File: src/rtl/mux_bus_decoder.sv
`timescale 1ns/1ps
module mux_bus_decoder (
  input  logic       clk,
  input  logic       rst,
  input  logic [7:0] ad_i,
  input  logic [7:0] addr_hi_i,
  input  logic       ale_i,
  input  logic       psen_n_i,
  input  logic       rd_n_i,
  input  logic       wr_n_i,
  input  logic       ext_sel_i,
  input  logic [2:0] logic_in_i,
  output logic [7:0] addr_lo_o,
  output logic [3:0] prog_sel_n_o,
  output logic       ram_sel_n_o,
  output logic       iowin_sel_n_o,
  output logic [2:0] offb_sel_n_o,
  output logic       func_o
);
  localparam logic [7:0] FUNC_TABLE = 8'b1011_0110;

  logic [7:0] lo_q;
  logic       data_stb;
  logic       low_2k;

  always_ff @(posedge clk or posedge rst) begin
    if (rst)        lo_q <= 8'h00;
    else if (ale_i) lo_q <= ad_i;
  end

  assign addr_lo_o = ale_i ? ad_i : lo_q;

  assign data_stb = ~rd_n_i | ~wr_n_i;
  assign low_2k   = (addr_hi_i[7:3] == 5'b00000);

  for (genvar k = 0; k < 4; k++) begin : g_prog
    assign prog_sel_n_o[k] = ~(~psen_n_i & ~ext_sel_i & ~addr_hi_i[7] &
                               (addr_hi_i[6:5] == k[1:0]));
  end

  assign ram_sel_n_o     = ~(data_stb & ~ext_sel_i & low_2k);
  assign iowin_sel_n_o   = ~(data_stb &  ext_sel_i & low_2k);
  assign offb_sel_n_o[0] = ~(data_stb & (addr_hi_i[7:4] == 4'b1101));
  assign offb_sel_n_o[1] = ~(data_stb & (addr_hi_i[7:3] == 5'b11000));
  assign offb_sel_n_o[2] = ~(data_stb & (addr_hi_i[7:3] == 5'b11001));

  assign func_o = FUNC_TABLE[logic_in_i];

  assert_latch_hold_R1: assert property (@(posedge clk) disable iff (rst)
    (!ale_i && !$past(ale_i)) |-> (addr_lo_o == $past(addr_lo_o)));

  assert_prog_psen_R4: assert property (@(posedge clk) disable iff (rst)
    psen_n_i |-> (prog_sel_n_o == 4'hF));

  assert_io_ext_R6: assert property (@(posedge clk) disable iff (rst)
    !iowin_sel_n_o |-> ext_sel_i);

  assert_prog_excl_R9: assert property (@(posedge clk) disable iff (rst)
    $onehot0(~prog_sel_n_o));

  assert_data_excl_R9: assert property (@(posedge clk) disable iff (rst)
    $onehot0(~{ram_sel_n_o, iowin_sel_n_o, offb_sel_n_o}));

  assert_data_idle_R10: assert property (@(posedge clk) disable iff (rst)
    (rd_n_i && wr_n_i) |-> ({ram_sel_n_o, iowin_sel_n_o, offb_sel_n_o} == 5'h1F));
endmodule

File: config.mk
export PLATFORM = sky130hd
export DESIGN_NAME = mux_bus_decoder
export DESIGN_NICKNAME = d
export VERILOG_FILES = /design/src/rtl/mux_bus_decoder.sv
export SDC_FILE = /design/constraint.sdc
export NUM_CORES = 1
export LEC_CHECK = 0
export ABC_AREA = 1
export BUFFER_PORTS_ARGS = -buffer_cell sky130_fd_sc_hd__buf_2
export CORE_MARGIN = 3
export CORE_UTILIZATION = 35
export CTS_CLUSTER_SIZE = 8
export DETAILED_ROUTE_END_ITERATION = 16
export PLACE_DENSITY = 0.77
export SLEW_MARGIN = 5
export SYNTH_ARGS = -nofsm -noshare
export SYNTH_HDL_FRONTEND = slang
export SYNTH_SLANG_ARGS = --single-unit
File: constraint.sdc
create_clock -name clk -period 0.95 [get_ports clk]
set_clock_uncertainty 0.1 [all_clocks]
set_input_delay 0.19 -clock clk [delete_from_list [all_inputs] [get_ports clk]]
set_output_delay 0.19 -clock clk [all_outputs]
set_load 0.02 [all_outputs]
# Word level (Yosys, flattened, before mapping)
# Memories as Yosys holds them, arrays and structs flattened.
# Cells that the tools add are included.
[totals]
register_bits = 8
romBits = 8
inputBits = 26
output_inout_bits = 18
wordCells = 41
memories = 1
[classes]
order_cmp = 1
eq_ne = 6
muxes = 2
n_bitwise = 28
reduce_logical = 2
[memory_table]
columns = ["name", "words", "width", "rd", "rd_ports_with_merged_regs", "wr", "line", "rtl"]
rows = [
  ["(no name shown)", 8, 1, 1, 0, 0, "47", "assign func_o = FUNC_TABLE[logic_in_i];"],
]
[ops]
columns = ["op", "n"]
rows = [
  ["1-bit NOT", 14],
  ["1-bit AND", 13],
  ["5-bit == test (second input constant)", 2],
  ["8-bit 2-to-1 mux", 1],
  ["5-bit zero test", 1],
  ["2-bit == test (second input constant)", 2],
  ["4-bit == test (second input constant)", 1],
  ["3-bit by 4-bit < comparator with 1-bit output (second input constant)", 1],
  ["2-bit by 1-bit == test with 1-bit output (second input constant)", 1],
  ["2-bit zero test", 1],
  ["1-bit 2-to-1 mux", 1],
  ["1-bit bitwise OR", 1],
]

# Depth between registers and ports, before layout
[depth]
ltp_word = 5
mapped_depth = 5
depth_no_buf = 5

# Least setup slack after synthesis
# OpenSTA, ideal clock, no wires.
[synth_timing]
path_kind = "input -> output"
start = "input logic_in_i[0]"
end = "output func_o"
t_arrival_ps = 978
required_ps = 660
path_slack_ps = -318
cell_stages = 3
path_buffers = 0
path_cell_list = "inv_1 ha_1 o21ai_0"
[synth_between]
elab_chain_len = 2
[synth_lines]
columns = ["element", "line", "rtl"]
rows = [
  ["from (decl)", "12", "input logic [2:0] logic_in_i,"],
  ["memory 8 x 1 bit", "--", ""],
  ["1-bit 2-to-1 mux (implied by the code)", "47", ""],
  ["to (decl)", "18", "output logic func_o"],
]
# No other way between the ends. The select of a mux whose other input is x is not followed.

# Worst setup path in the final report
[layout_timing]
start = "register lo_q[0]"
end = "output addr_lo_o[0]"
[layout_between]
elab_chain_len = 1
[layout_lines]
columns = ["element", "line", "rtl"]
rows = [
  ["from (decl)", "22", "logic [7:0] lo_q;"],
  ["from (signal assigned)", "28", "else if (ale_i) lo_q <= ad_i;"],
  ["8-bit 2-to-1 mux", "--", ""],
  ["to (decl)", "13", "output logic [7:0] addr_lo_o,"],
]
# No other way between the ends.

==> results.md <==
* Die Y at between 40 and 50 um
* HP Class: in -> reg
* Ratio of cells with drive above 1 in the final layout at between 70 and 80%
* Post-synth EDFFs at 0
* Area grow syn2layout at 141.5%
* Placer Congestion at 0.7470
* Placed cells at between 100 and 150
* Most flops, register: lo_q
* Fin crit share at 134.3%
* Row cnt at 12
* Top FF cell, synth: dfrtp_1
* CTS buffer count at 3
* Max FFs per register at 8
* Combinational share of power at around 44%
* Switching portion of total power at between 30% and 40%
* DR WL/cell at 21.75 um
* Hold Crit Endpoint: lo_q[1]
* Drt first pass iters at 7
* WP data required at 660 ps
* Post-synth top area cell: dfrtp_1
* Via count of the first global-routing pass at 740
* Yosys warnings at 0
* Final setup violation count at 18
* Vias/cell at 5.964
* Critical setup path kind: reg -> out
* Post-synthesis sequential area ratio at 41.99%
* DIE AREA at approximately 0.0018 mm^2
* # fillers at 21
* Failing checks: negative setup slack
* Startpoint types: register
* Fin area at 0.001151 mm^2
* Top Registers: lo_q (8)
* Initial Util at 40.19%
* Outcome: complete, but fails checks
* Sink Count at 8
* Crit. End Element: output port
* Max Buffers Root-to-Sink at 2
* Total gr overflow at 0
* DRT iter0 DRCs at 50
* Synth Net Count at 98
* Post-synth ARST share at between 90% and 100%
* Max Cap Viol at 0
* All-Layer GR Usage at 22.86%
* I/O pin count at 44
* Initial antenna violation count at 0
* RSZ-0062 raised after global routing: yes
* Antenna cells at 0
* Clk root buf: clkbuf_4
* Post-Synthesis Cell Area at roughly 480 um^2
* Netlist cell types at 9
* R2r setup slk at roughly 70 ps
* Sequential share of power at around a third
* Worst R2R End: lo_q[6]
* Net Sw Power at between 0.0004 and 0.0005 W
* CP arrival at approximately 1000 ps
* Synth top area cells: dfrtp_1, nand2_1, inv_1, o21ai_0, nor2_1
* Hpwl dp at 1.122 mm
* Count leader, synth: nand2_1
* Clk network pwr share at a little under a quarter
* Pint at 0.0007668 W
* Drt total wl at between 3 and 4 mm
* Final Hold Viols at 0
* Core area at 0.001186 mm^2
* Relative slew slack at 75.34%
* Largest net degree at the start of global routing at 17
* Synthesized area per cell at 6.714 um^2
* Syn Inst Count at between 70 and 80
* Crit Path Max Fanout at 2
* Worst Hold Path Cells at 3
* Final Util at between 90 and 100%
* Final nets at around 150
* Post-route worst setup slack at -326.1 ps
* Global-route wire length before repair at ~3.1 mm
* Max frequency at slightly below 800 MHz
* DR vias at approximately 830
* Tmin final at between 1000 and 1500 ps
* PD cells at just over 1000 mW/mm^2
* Max-slew violations at 0
* Least-Margin Pin Slew at roughly 370 ps
* Maximum VDD drop at 0.8903 mV
* Placed Area at 774.5 um^2
* Leak at 0.5888 nW
* Reg2Reg Depth at 3
* Overall power at approximately 0.0012 W
* Clk_lat worst skew at about 270 ps
* Synth cell count leaders: nand2_1, inv_1, o21ai_0, dfrtp_1, nor2_1
* Worst reg2reg startpoint: lo_q[6]
* CTS tree: done
* Die W at ~43 um
* Final ANT Viol Nets at 0
* Top cell type's share of synthesized area at a little over two fifths
* Number of port buffers at 40
* H-Tree Depth at 1
* Final std cells w/o fill at around 140
* # DRC at 0
* Clock Pin Slew Worst Setup and Hold Paths at around 60 ps
* Min-delay src: ad_i[1]
* Flops & latches, synth at 8
[power by group through the flow]
stage | registers [W] | clock network (W) | logic, W
floorplan | 0.000383 | 0 | 0.000173
global placement | 0.000383 | 0 | 0.000293
CTS | 0.000379 | 0.000260 | 0.000448
global route | 0.000385 | 0.000291 | 0.000545
detailed placement | 0.000385 | 0 | 0.000302
finish | 0.000383 | 0.000277 | 0.000524
[worst max-delay path by stage]
stage                              from            to  slack (ps)  cells after the start
after floorplan           logic_in_i[0]        func_o           9                      3
after global placement            ale_i  addr_lo_o[3]        -200                      4
after detailed placement          ale_i  addr_lo_o[0]        -240                      4
after CTS                       lo_q[7]  addr_lo_o[7]        -270                      3
after global routing            lo_q[0]  addr_lo_o[0]        -350                      3
final                           lo_q[0]  addr_lo_o[0]        -330                      3
[cells in the final DEF (no fill, tap or decap)]
master,synthesis,layout
dlygate4sd3_1,0,1
inv_2,0,3
buf_2,0,14
inv_6,0,1
nand2_2,0,5
inv_4,0,3
buf_8,0,3
clkbuf_4,0,3
buf_4,0,10
buf_6,1,23
nor2_4,0,4
ha_4,0,1
o21ai_2,0,8
o21ai_4,0,1
dfrtp_1,8,8
inv_8,0,1
nand2_1,21,12
clkinv_8,0,1
nand4_1,4,4
buf_12,0,1
nor2_2,1,4
nand2_4,0,4
inv_1,19,10
[per-layer routing]
metal	vias to the layer above	track usage, %	wire (um)
met5	-	0	0
met4	0	11.18	318
met3	42	7.627	297
met2	89	42.22	1525
met1	374	22.08	882
li1	324	-	-
[critical path, stage by stage (launching register included)]
cell and delay (ps):
dfrtp_1 360, inv_2 50, o21ai_2 170, buf_6 150
[stage by stage]
step	setup WS (ps)	TNS, ps	hold WS (ps)
finish	-326.1	-3468	79.18
CTS	-269.8	-2517	62.61
global route	-349.1	-3906	75.61
floorplan	8.805	0	-94.34
global placement	-201.5	-2770	40.95
detailed placement	-238.1	-3092	45.05
[layout make-up]
cell class	instances	area, um^2	share of cell area, %
Timing Repair Buffer	52	479.2	41.63
Multi-Input combinational cell	43	327.8	28.48
Sequential cell	8	200.2	17.39
Inverter	19	103.9	9.022
Clock buffer	3	22.52	1.957
Tap cell	14	17.52	1.522
[cell families (layout without fill, tap and decap cells)]
kind of cell / count (synthesis) / after routing / share of synthesized area (%)
buffers and inverters: 20 / 74 / 17.32
adders and majority gates: 1 / 1 / 2.624
AOI/OAI and AO/OA: 9 / 9 / 9.448
and+or+nand+nor: 33 / 33 / 28.61
DFF: 8 / 8 / 41.99
[what timing repair did]
item                       CTS  global route
pin swaps                   22            14
resized for setup           69            25
hold buffers                 1             0
setup endpoints to repair   18            20
hold endpoints to repair     8             0
buffers inserted             5             4
(Power assumes the default switching activity.)
